==> config.mk <==
export PLATFORM = sky130hd
export DESIGN_NAME = gshare_predictor
export DESIGN_NICKNAME = d
export VERILOG_FILES = /design/src/rtl/gshare_pkg.sv /design/src/rtl/gshare_index.sv /design/src/rtl/gshare_history.sv /design/src/rtl/gshare_pht.sv /design/src/rtl/gshare_predictor.sv
export SDC_FILE = /design/constraint.sdc
export NUM_CORES = 1
export LEC_CHECK = 0
export BUFFER_PORTS_ARGS = -buffer_cell sky130_fd_sc_hd__buf_2
export CORE_MARGIN = 1
export CORE_UTILIZATION = 50
export CTS_CLUSTER_SIZE = 30
export DETAILED_ROUTE_END_ITERATION = 10
export GPL_ROUTABILITY_DRIVEN = 0
export GPL_TIMING_DRIVEN = 0
export PLACE_DENSITY = 0.75
export SYNTH_ARGS = -nofsm -noshare
export SYNTH_HDL_FRONTEND = slang
export SYNTH_SLANG_ARGS = --single-unit
export TNS_END_PERCENT = 1
==> constraint.sdc <==
create_clock -name clk -period 2.05 [get_ports clk]
set_clock_uncertainty 0.1 [all_clocks]
set_input_delay 0.41 -clock clk [delete_from_list [all_inputs] [get_ports clk]]
set_output_delay 0.41 -clock clk [all_outputs]
set_load 0.01 [all_outputs]
==> src/rtl/gshare_pkg.sv <==
package gshare_pkg;
  typedef enum logic {
    DIR_NOT_TAKEN = 1'b0,
    DIR_TAKEN     = 1'b1
  } dir_e;

  localparam int unsigned DEF_PC_W   = 16;
  localparam int unsigned DEF_PC_LSB = 4;
  localparam int unsigned DEF_HIST_W = 4;
  localparam int unsigned DEF_CTR_W  = 2;
endpackage

==> src/rtl/gshare_index.sv <==
module gshare_index #(
  parameter int unsigned PC_W   = gshare_pkg::DEF_PC_W,
  parameter int unsigned PC_LSB = gshare_pkg::DEF_PC_LSB,
  parameter int unsigned HIST_W = gshare_pkg::DEF_HIST_W
) (
  input  logic [PC_W-1:0]   pc,
  input  logic [HIST_W-1:0] hist,
  output logic [HIST_W-1:0] idx
);
  logic unused_pc_bits;

  assign unused_pc_bits = ^pc;

  genvar b;
  generate
    for (b = 0; b < HIST_W; b++) begin : g_bit
      assign idx[b] = pc[PC_LSB + b] ^ hist[b];
    end
  endgenerate
endmodule

==> src/rtl/gshare_history.sv <==
module gshare_history #(
  parameter int unsigned HIST_W = gshare_pkg::DEF_HIST_W
) (
  input  logic              clk,
  input  logic              rst,
  input  logic              shift_en,
  input  logic              outcome,
  output logic [HIST_W-1:0] hist_q
);
  always_ff @(posedge clk) begin
    if (rst) begin
      hist_q <= '0;
    end else if (shift_en) begin
      hist_q <= {hist_q[HIST_W-2:0], outcome};
    end
  end
endmodule

==> src/rtl/gshare_pht.sv <==
module gshare_pht #(
  parameter int unsigned IDX_W = gshare_pkg::DEF_HIST_W,
  parameter int unsigned CTR_W = gshare_pkg::DEF_CTR_W,
  localparam int unsigned ENTRIES = 1 << IDX_W,
  parameter logic [ENTRIES*CTR_W-1:0] INIT_TABLE = {ENTRIES{2'b01}}
) (
  input  logic                     clk,
  input  logic                     rst,
  input  logic                     wr_en,
  input  logic [IDX_W-1:0]         wr_idx,
  input  logic                     wr_up,
  input  logic [IDX_W-1:0]         rd_idx,
  output logic [CTR_W-1:0]         rd_ctr,
  output logic [ENTRIES*CTR_W-1:0] tab_flat
);
  localparam logic [CTR_W-1:0] CTR_MAX = {CTR_W{1'b1}};
  localparam logic [CTR_W-1:0] CTR_MIN = '0;

  genvar e;
  generate
    for (e = 0; e < ENTRIES; e++) begin : g_entry
      logic [CTR_W-1:0] ctr_q;
      logic             hit;

      assign hit = wr_en && (wr_idx == IDX_W'(e));

      always_ff @(posedge clk) begin
        if (rst) begin
          ctr_q <= INIT_TABLE[e*CTR_W +: CTR_W];
        end else if (hit) begin
          if (wr_up) begin
            if (ctr_q != CTR_MAX) ctr_q <= ctr_q + CTR_W'(1);
          end else begin
            if (ctr_q != CTR_MIN) ctr_q <= ctr_q - CTR_W'(1);
          end
        end
      end

      assign tab_flat[e*CTR_W +: CTR_W] = ctr_q;
    end
  endgenerate

  assign rd_ctr = tab_flat[rd_idx*CTR_W +: CTR_W];
endmodule

==> src/rtl/gshare_predictor.sv <==
module gshare_predictor #(
  parameter int unsigned PC_W   = gshare_pkg::DEF_PC_W,
  parameter int unsigned PC_LSB = gshare_pkg::DEF_PC_LSB,
  parameter int unsigned HIST_W = gshare_pkg::DEF_HIST_W,
  parameter int unsigned CTR_W  = gshare_pkg::DEF_CTR_W,
  localparam int unsigned ENTRIES = 1 << HIST_W,
  parameter logic [ENTRIES*CTR_W-1:0] INIT_TABLE = {ENTRIES{2'b01}}
) (
  input  logic              clk,
  input  logic              rst,
  input  logic              lookup_valid,
  output logic              lookup_ready,
  input  logic [PC_W-1:0]   lookup_pc,
  output logic              pred_valid,
  output logic [HIST_W-1:0] pred_idx,
  output logic [CTR_W-1:0]  pred_ctr,
  output logic              pred_taken,
  input  logic              train_valid,
  output logic              train_ready,
  input  logic [HIST_W-1:0] train_idx,
  input  logic              train_taken
);
  import gshare_pkg::*;

  logic [HIST_W-1:0]        hist_q;
  logic [ENTRIES*CTR_W-1:0] pht_flat;
  logic                     train_fire;
  dir_e                     pred_dir;

  assign lookup_ready = 1'b1;
  assign train_ready  = 1'b1;
  assign train_fire   = train_valid && train_ready;

  gshare_index #(
    .PC_W  (PC_W),
    .PC_LSB(PC_LSB),
    .HIST_W(HIST_W)
  ) u_index (
    .pc  (lookup_pc),
    .hist(hist_q),
    .idx (pred_idx)
  );

  gshare_history #(
    .HIST_W(HIST_W)
  ) u_history (
    .clk     (clk),
    .rst     (rst),
    .shift_en(train_fire),
    .outcome (train_taken),
    .hist_q  (hist_q)
  );

  gshare_pht #(
    .IDX_W     (HIST_W),
    .CTR_W     (CTR_W),
    .INIT_TABLE(INIT_TABLE)
  ) u_pht (
    .clk     (clk),
    .rst     (rst),
    .wr_en   (train_fire),
    .wr_idx  (train_idx),
    .wr_up   (train_taken),
    .rd_idx  (pred_idx),
    .rd_ctr  (pred_ctr),
    .tab_flat(pht_flat)
  );

  assign pred_dir   = dir_e'(pred_ctr[CTR_W-1]);
  assign pred_taken = (pred_dir == DIR_TAKEN);
  assign pred_valid = lookup_valid && lookup_ready;
endmodule

==> results of run 1 <==
## registers in the layout, summed over array words and instances, names as in the netlist
signal and cells:
u_pht.g_entry.ctr_q 32, u_history.hist_q 4
## stage by stage
stage	cells	TNS [ps]	hold slack, ps
2_1_floorplan	276	-165	371
3_3_place_gp	344	-1370	395
3_5_place_dp	344	-1400	406
4_1_cts	358	-1450	225
5_1_grt	358	-1560	225
6_report	358	-1360	231
## layer usage
metal	up-vias	part of all wire, %	wire (um)	GRT usage, %
met2	80	46	2620	42.6
met3	9	6.9	396	6.74
met4	0	1.4	80	9.90
met5	-	0	0	0
met1	1002	46	2630	36.7
li1	1065	-	-	-
## final cells by class
class / count / area, um2
Fill cell: 363 / 1530
Buffer: 19 / 96.3
Timing Repair Buffer: 24 / 166
Clock buffer: 6 / 72.6
Tap cell: 50 / 62.6
Inverter: 5 / 18.8
Multi-Input combinational cell: 216 / 1410
Clock inverter: 2 / 35.0
Sequential cell: 36 / 726
## worst register-to-register path, cell delays in order (launching register included)
cell                      delay, ps
sky130_fd_sc_hd__dfxtp_1        350
sky130_fd_sc_hd__or2_2          300
sky130_fd_sc_hd__a21oi_1        180
sky130_fd_sc_hd__o31ai_1        100
## report_power, final
group	total, uW	switching, uW	internal (uW)
registers	777	44.8	732
clock network	630	269	361
logic	302	158	144
total	1710	472	1240
## cell usage in the layout, fill, tap and decap left out, types with 10 or more instances in the layout
cell	Yosys	layout
sky130_fd_sc_hd__dfxtp_1	36	34
sky130_fd_sc_hd__o31ai_1	14	14
sky130_fd_sc_hd__nand2_1	16	16
sky130_fd_sc_hd__nor2_1	31	31
sky130_fd_sc_hd__buf_2	2	19
sky130_fd_sc_hd__o21ai_0	32	32
sky130_fd_sc_hd__clkbuf_1	11	12
sky130_fd_sc_hd__nand3_1	10	10
sky130_fd_sc_hd__and3_1	17	17
sky130_fd_sc_hd__a21oi_1	37	37
## repair_timing
item,4_1_cts,5_1_grt
setup buffers,6,0
resized for setup,4,2
cloned,0,0
setup endpoints to repair,3,3
pin swaps,3,3
## cell families (layout without fill, tap and decap cells)
group / Yosys count / in the layout / synth area share, %
compound gates: 96 / 96 / 24.5
simple gates: 98 / 98 / 22.3
mux: 16 / 16 / 13.1
flops: 36 / 36 / 32.6
other cells: 1 / 2 / 0.170
xor+xnor: 4 / 4 / 2.26
buf+inv: 24 / 56 / 5.03
## worst paths after layout
kind | startpoint | to | slack [ps] | cells after the start
worst max register to register | u_pht.g_entry[9].ctr_q[1]$_SDFFE_PP0P_ | u_pht.g_entry[9].ctr_q[0]$_SDFFE_PP1P_ | 880 | 3
worst min-delay path | rst | u_pht.g_entry[7].ctr_q[0]$_SDFFE_PP1P_ | 230 | 2
worst min register to register | u_pht.g_entry[3].ctr_q[1]$_SDFFE_PP0P_ | u_pht.g_entry[3].ctr_q[1]$_SDFFE_PP0P_ | 420 | 2
worst max-delay path | u_history.hist_q[0]$_SDFFE_PP0P_ | pred_ctr[1] | -490 | 7
==> impl_metrics.toml, run 1 <==
[route]
vias = 2156
via_density = 6.02
detailedRoute.firstPassIterationCount = 4
detail_route.iter0.violations = 150
post_route_drc_violation_count = 0
detail_route.wl_per_cell_um = 16.0
drtAntennaViolNets = 0
postRouteWirelength_um = 5730

[worst_setup_path]
critPathRequiredTime_ps = 1540
timing.critical_path.mode_cell = "sky130_fd_sc_hd__buf_6"
timing.critical_path.cells = "xnor2_4, buf_12, mux4_2, a22oi_2, nand2_1, buf_6, buf_6"
slowest_cell_on_crit_path = "sky130_fd_sc_hd__mux4_2"
crit_path_start_kind = "register"
worst-endpoint-arrival_ps = 2030
critPathCaptureType = "output pin"
cp_slowest_stage_delay_ps = 530
worstSetupPathType = "register to output pin"
worstPathMaxFanout = 8
critical_path.n_buffers_inverters = 3
family_with_the_most_delay_on_the_worst_path = "multiplexers"

[grt]
antenna_found_initial = 0
all_layer_global_routing_usage_pct = 27.4
largest_net_degree_at_the_start_of_global_routing = 12
global_route_wire_length_before_repair_um = 9090
grt_pass1_vias = 1825
gr_ovfl_total = 0

[timing]
maxSlewHeadroom_pct = 55.1
final.period_utilization_pct = 124
rsz_0062_raised_after_global_routing = "true"
timing.final.ws_setup_ps = -488
number_of_setup_violations_in_the_final_report = 3
timing.final.crit_period_ps = 2540
final_hold_viol_count = 0
finalMaxSlewViolations = 0
clock.fmax_mhz = 394
timing_worst_slew_pin_value_ps = 673

[run]
maxCapViolCount = 0

[yosys]
post-synth-top-area-cell = "sky130_fd_sc_hd__dfxtp_1"
synth_area_mm2 = 0.00221
netlist-cell-type-count = 33
synth_top_area_share_pct = 32.6
yosys.cell_count.top_type = "sky130_fd_sc_hd__a21oi_1"
netlist_instances = 275
synthesis.area_per_instance_um2 = 8.04
synth_warnings = 0
synth.yosys.seq_area_share_pct = 32.6
synth_edf_count = 0
ys_dominant_reg_cell = "sky130_fd_sc_hd__dfxtp_1"
synth.cells.most_frequent = "37 x sky130_fd_sc_hd__a21oi_1, 36 x sky130_fd_sc_hd__dfxtp_1, 32 x sky130_fd_sc_hd__o21ai_0, 31 x sky130_fd_sc_hd__nor2_1, 17 x sky130_fd_sc_hd__and3_1"
synth-async-reset-ratio_pct = 0
yosys-top-cells-area = "sky130_fd_sc_hd__dfxtp_1 33%, sky130_fd_sc_hd__mux4_1 9.5%, sky130_fd_sc_hd__a21oi_1 8.4%"
postSynthRegisterBits = 36

[clocking]
clkTransAtPathRegs_ps = 80
cts-buffers-inserted = 5
tritoncts = "yes"
root_buffer = "sky130_fd_sc_hd__clkbuf_8"
clock_path_buffers = 2
worstSkewPairLatency_ps = 290
clock_tree.htree_level_count = 2
numClockSinks = 36
cts.hold.buffers_added = 0

[run_status]
violations = "setup timing"
run_status = "finished with violations"

[placed_design]
postPlaceCellArea_mm2 = 0.00238
dpl_worst_slack_ps = -535
hpwlAfterDp_um = 3930
count_of_buffers_inserted_at_the_top_level_ports = 18

[floorplanning]
floorplan.die.width_um = 68.5
initial_utilization_pct = 53.8
placement_row_count = 23
die-height_um = 68.5
floorplan.io_pins = 35
fp.coreArea_mm2 = 0.00412
floorplan.die_area_mm2 = 0.00469

[layout]
area.growth.synth_to_final_pct = 16.7
nets = 332
num_antenna_cells = 0
layout.core_utilization_pct = 62.8
post_route_cells_drive_above_1_share_pct = 18.2
final_cell_area_mm2 = 0.00258

[worst_hold_path]
hold_path.class = "primary input to register"

[power]
total_power_uw = 1710
power_density_mw_per_mm2 = 662
static-leakage-power_uw = 0.00110
max-vdd-ir-drop_v = 0.000422
Note: power is estimated with default switching activity, not from simulation.
==> run 2: changes to the inputs <==
--- a/config.mk
+++ b/config.mk
@@ -8,11 +8,13 @@
 export BUFFER_PORTS_ARGS = -buffer_cell sky130_fd_sc_hd__buf_2
 export CORE_MARGIN = 1
 export CORE_UTILIZATION = 50
+export CTS_CLUSTER_DIAMETER = 200
 export CTS_CLUSTER_SIZE = 30
 export DETAILED_ROUTE_END_ITERATION = 10
 export GPL_ROUTABILITY_DRIVEN = 0
 export GPL_TIMING_DRIVEN = 0
-export PLACE_DENSITY = 0.75
+export PLACE_DENSITY = 0.72
+export SLEW_MARGIN = 20
 export SYNTH_ARGS = -nofsm -noshare
 export SYNTH_HDL_FRONTEND = slang
 export SYNTH_SLANG_ARGS = --single-unit
==> constraint.sdc (replaced) <==
create_clock -name clk -period 2.47 [get_ports clk]
set_clock_uncertainty 0.1 [all_clocks]
set_input_delay 0.494 -clock clk [delete_from_list [all_inputs] [get_ports clk]]
set_output_delay 0.494 -clock clk [all_outputs]
set_load 0.01 [all_outputs]
==> impl_metrics.toml, run 2 (synthesis results as in run 1) <==
[run_status]
violations = "setup timing"
run_status = "finished with violations"

[grt]
all_layer_global_routing_usage_pct = 28.4
largest_net_degree_at_the_start_of_global_routing = 11
globalRouteMet2Util_pct = 45.3
global_route_wire_length_before_repair_um = 9450
grt.met1_usage_pct = 38.6
grt_pass1_vias = 1889
globalRoute.busiestLayer = "met2"
antenna_found_initial = 0
gr_ovfl_total = 0
use_met3_pct = 5.10

[layout]
largest_register_ff_count = 32
layout_commonest_cell = "sky130_fd_sc_hd__a21oi_1"
most-common-layout-cells = "37 x sky130_fd_sc_hd__a21oi_1, 34 x sky130_fd_sc_hd__dfxtp_1, 32 x sky130_fd_sc_hd__o21ai_0"
area.growth.synth_to_final_pct = 14.4
filler_cell_count = 375
num_antenna_cells = 0
multi_input_area_mm2 = 0.00139
post_route_cells_drive_above_1_share_pct = 18.8
nets = 333
largest_register = "u_pht.g_entry.ctr_q"
reg_top3 = "u_pht.g_entry.ctr_q: 32 flops, u_history.hist_q: 4 flops"
register_area_um2 = 726
layout.core_utilization_pct = 61.5

[worst_setup_path]
critPathRequiredTime_ps = 1880
crit_path_start_kind = "register"
worstPathMaxFanout = 7
cp_slowest_stage_delay_ps = 510
ff2ff_setup_slack_ps = 1340
r2r.worst_path.cells = 4
worst-endpoint-arrival_ps = 2000
worst_setup_path_startpoint = "u_history.hist_q[0]$_SDFFE_PP0P_"
timing.critical_path.cells = "xnor2_4, buf_12, mux4_2, a22oi_1, nand2_1, buf_4, buf_6"
slowest_cell_on_crit_path = "sky130_fd_sc_hd__mux4_2"
critPathCaptureType = "output pin"
family_with_the_most_delay_on_the_worst_path = "multiplexers"
r2r_start = "u_pht.g_entry[15].ctr_q[0]$_SDFFE_PP1P_"
worstSetupPathType = "register to output pin"
worst_r2r_endpoint = "u_pht.g_entry[15].ctr_q[0]$_SDFFE_PP1P_"
critical_path.n_buffers_inverters = 3

[route]
via_density = 6.10
drtAntennaViolNets = 0
detailedRoute.firstPassIterationCount = 5
vias = 2185
post_route_drc_violation_count = 0
detail_route.wl_per_cell_um = 16.5
postRouteWirelength_um = 5900
detail_route.iter0.violations = 238

[floorplanning]
initial_utilization_pct = 53.8
floorplan.die.width_um = 68.5
floorplan.die_area_mm2 = 0.00469
fp.coreArea_mm2 = 0.00412
floorplan.io_pins = 35
die-height_um = 68.5
placement_row_count = 23

[timing]
timing_worst_slew_pin_value_ps = 667
final.period_utilization_pct = 105
rsz_0062_raised_after_global_routing = "true"
timing.final.ws_setup_ps = -121
number_of_setup_violations_in_the_final_report = 3
finalMaxSlewViolations = 0
final_hold_viol_count = 0
timing.final.crit_period_ps = 2590
clock.fmax_mhz = 386
maxSlewHeadroom_pct = 55.4

[clocking]
clock_tree.htree_level_count = 2
worstSkewPairLatency_ps = 300
root_buffer = "sky130_fd_sc_hd__clkbuf_8"
numClockSinks = 36
clkTransAtPathRegs_ps = 80
cts-buffers-inserted = 5
tritoncts = "yes"
cts.hold.buffers_added = 0
clock_path_buffers = 2

[worst_hold_path]
hold-path-endpoint = "u_pht.g_entry[7].ctr_q[0]$_SDFFE_PP1P_"
worstHoldPathCells = 2
hold_path.class = "primary input to register"
hold_path_startpoint = "rst"

[placed_design]
count_of_buffers_inserted_at_the_top_level_ports = 18
hpwlAfterDp_um = 3920
dpl_worst_slack_ps = -312

[power]
max-vdd-ir-drop_v = 0.000329
static-leakage-power_uw = 0.00107
power_density_mw_per_mm2 = 518

[run]
maxCapViolCount = 0
-- run 2: power by group --
part / switching [uW] / internal, uW
Sequential: 38.6 / 607
Combinational: 133 / 120
Clock: 221 / 192
Total: 392 / 920
-- run 2: repair_timing --
item	4_1_cts	5_1_grt
setup buffers	7	0
pin swaps	7	0
gates cloned	0	0
resized for setup	13	0
hold endpoints to repair	0	0
setup endpoints to repair	3	3
-- run 2: per-layer routing --
metal | vias up | wire, um
li1 | 1066 | -
met1 | 1004 | 2710
met2 | 104 | 2650
met3 | 11 | 427
met4 | 0 | 113
met5 | - | 0
-- run 2: worst max-delay path by stage --
stage,depth (start not counted),slack (ps),to
after detailed placement,7,-310,pred_ctr[1]
after global routing,7,-200,pred_ctr[1]
final,7,-120,pred_ctr[1]
after global placement,7,-320,pred_ctr[1]
after CTS,7,-110,pred_ctr[1]
after floorplan,5,50,pred_ctr[1]
-- run 2: metrics by stage --
| stage | hold WS (ps) | power [uW] | cells | cell area (um2) | TNS (ps) |
|---|---|---|---|---|---|
| 2_1_floorplan | 370 | 805 | 276 | 2230 | 0 |
| 3_3_place_gp | 398 | 873 | 344 | 2380 | -780 |
| 3_5_place_dp | 404 | 876 | 344 | 2380 | -741 |
| 4_1_cts | 309 | 1310 | 358 | 2530 | -191 |
| 5_1_grt | 318 | 1370 | 358 | 2530 | -428 |
| 6_report | 313 | 1310 | 358 | 2530 | -224 |
-- run 2: final cells by class --
class / instances / share of cell area [%]
Buffer: 19 / 3.66
Clock buffer: 6 / 2.87
Clock inverter: 1 / 0.198
Inverter: 5 / 0.741
Multi-Input combinational cell: 216 / 54.9
Sequential cell: 36 / 28.7
Tap cell: 50 / 2.47
Timing Repair Buffer: 25 / 6.52
==> run 3: changes to the inputs <==
--- a/config.mk
+++ b/config.mk
@@ -13,7 +13,7 @@
 export DETAILED_ROUTE_END_ITERATION = 10
 export GPL_ROUTABILITY_DRIVEN = 0
 export GPL_TIMING_DRIVEN = 0
-export PLACE_DENSITY = 0.72
+export PLACE_DENSITY = 0.74
 export SLEW_MARGIN = 20
 export SYNTH_ARGS = -nofsm -noshare
 export SYNTH_HDL_FRONTEND = slang
==> impl_metrics.toml, run 3 (synthesis results as in run 1) <==
[run_status]
run_status = "finished with violations"
violations = "setup timing"

[placed_design]
postPlaceCellArea_mm2 = 0.00238
count_of_buffers_inserted_at_the_top_level_ports = 18
hpwlAfterDp_um = 3900

[timing]
timing_worst_slew_pin_value_ps = 698
finalMaxSlewViolations = 0
timing.final.ws_setup_ps = -140
maxSlewHeadroom_pct = 53.4
clock.fmax_mhz = 383
final_hold_viol_count = 0
rsz_0062_raised_after_global_routing = "true"
final.period_utilization_pct = 106
timing.final.crit_period_ps = 2610
number_of_setup_violations_in_the_final_report = 3

[grt]
global_route_wire_length_before_repair_um = 9010
antenna_found_initial = 0
grt_pass1_vias = 1904
gr_ovfl_total = 0
all_layer_global_routing_usage_pct = 26.8
largest_net_degree_at_the_start_of_global_routing = 13

[layout]
multi_input_area_mm2 = 0.00139
num_antenna_cells = 0
register_area_um2 = 726
filler_cell_count = 394
largest_register = "u_pht.g_entry.ctr_q"
final_cell_area_mm2 = 0.00257
post_route_cells_drive_above_1_share_pct = 19.7
most-common-layout-cells = "37 x sky130_fd_sc_hd__a21oi_1, 34 x sky130_fd_sc_hd__dfxtp_1, 32 x sky130_fd_sc_hd__o21ai_0"
area.growth.synth_to_final_pct = 16.3
layout.core_utilization_pct = 62.5
nets = 333
reg_top3 = "u_pht.g_entry.ctr_q: 32 flops, u_history.hist_q: 4 flops"
layout_commonest_cell = "sky130_fd_sc_hd__a21oi_1"
largest_register_ff_count = 32

[clocking]
clkTransAtPathRegs_ps = 80
root_buffer = "sky130_fd_sc_hd__clkbuf_8"
cts-buffers-inserted = 5
worstSkewPairLatency_ps = 290
clock_path_buffers = 2
clock_tree.htree_level_count = 2
tritoncts = "yes"
numClockSinks = 36

[route]
detail_route.iter0.violations = 196
post_route_drc_violation_count = 0
vias = 2164
detail_route.wl_per_cell_um = 15.7
via_density = 6.03
detailedRoute.firstPassIterationCount = 4
postRouteWirelength_um = 5630
drtAntennaViolNets = 0

[worst_hold_path]
hold_path.class = "primary input to register"
hold_path_startpoint = "rst"

[floorplanning]
floorplan.die_area_mm2 = 0.00469
floorplan.io_pins = 35
die-height_um = 68.5
floorplan.die.width_um = 68.5
initial_utilization_pct = 53.8
placement_row_count = 23
fp.coreArea_mm2 = 0.00412

[run]
maxCapViolCount = 0

[worst_setup_path]
worst-endpoint-arrival_ps = 2020
worst_setup_path_startpoint = "u_history.hist_q[0]$_SDFFE_PP0P_"
worstSetupPathType = "register to output pin"
critPathRequiredTime_ps = 1880
ff2ff_setup_slack_ps = 1350
r2r_start = "u_pht.g_entry[3].ctr_q[1]$_SDFFE_PP0P_"
crit_path_start_kind = "register"
critPathCaptureType = "output pin"
worstPathMaxFanout = 6

[power]
static-leakage-power_uw = 0.00110
power_density_mw_per_mm2 = 551
max-vdd-ir-drop_v = 0.000311
run 3: critical path, cell delays in order, from the launching register on:
cell and delay [ps]:
sky130_fd_sc_hd__dfxtp_4 370, sky130_fd_sc_hd__xnor2_4 150, sky130_fd_sc_hd__buf_12 140, sky130_fd_sc_hd__mux4_2 540, sky130_fd_sc_hd__a22oi_2 180, sky130_fd_sc_hd__nand2_1 90
sky130_fd_sc_hd__buf_4 140, sky130_fd_sc_hd__buf_6 110
run 3: area by class of cell:
class	instances	area share, %
buffer	19	3.60
clock buffer	5	2.67
clock inverter	3	1.65
inverter	5	0.729
multi-input combinational	216	54.2
sequential	36	28.2
tap	50	2.43
timing repair buffer	25	6.56
run 3: power by group:
part	internal, uW	total (uW)	switching [uW]
combinational	121	253	131
clock	299	520	221
sequential	607	645	37.4
run 3: routing by layer:
layer | vias up | global-route usage [%] | wire, um
li1 | 1065 | - | -
met1 | 1036 | 34.2 | 2500
met2 | 56 | 44.4 | 2680
met3 | 7 | 5.92 | 370
met4 | 0 | 8.85 | 74
met5 | - | 0 | 0
run 3: through the flow:
stage	instances	power (uW)	hold slack, ps	TNS [ps]	setup slack (ps)
5_1_grt	359	1480	327	-500	-208
3_3_place_gp	344	869	398	-645	-273
2_1_floorplan	276	805	370	0	54.2
6_report	359	1420	316	-260	-140
4_1_cts	359	1420	312	-222	-123
3_5_place_dp	344	873	404	-689	-289
run 3: timing repair:
action,4_1_cts,5_1_grt
pin swaps,5,0
hold buffers,0,0
gates resized for setup,14,1
buffers inserted,7,0
endpoints found under the setup margin,3,3
run 3: worst paths after layout:
kind	end	depth (start not counted)
setup / recovery	pred_ctr[1]	7
setup reg to reg	u_pht.g_entry[3].ctr_q[0]$_SDFFE_PP1P_	3
hold / removal	u_pht.g_entry[7].ctr_q[0]$_SDFFE_PP1P_	2
hold reg to reg	u_pht.g_entry[3].ctr_q[1]$_SDFFE_PP0P_	2
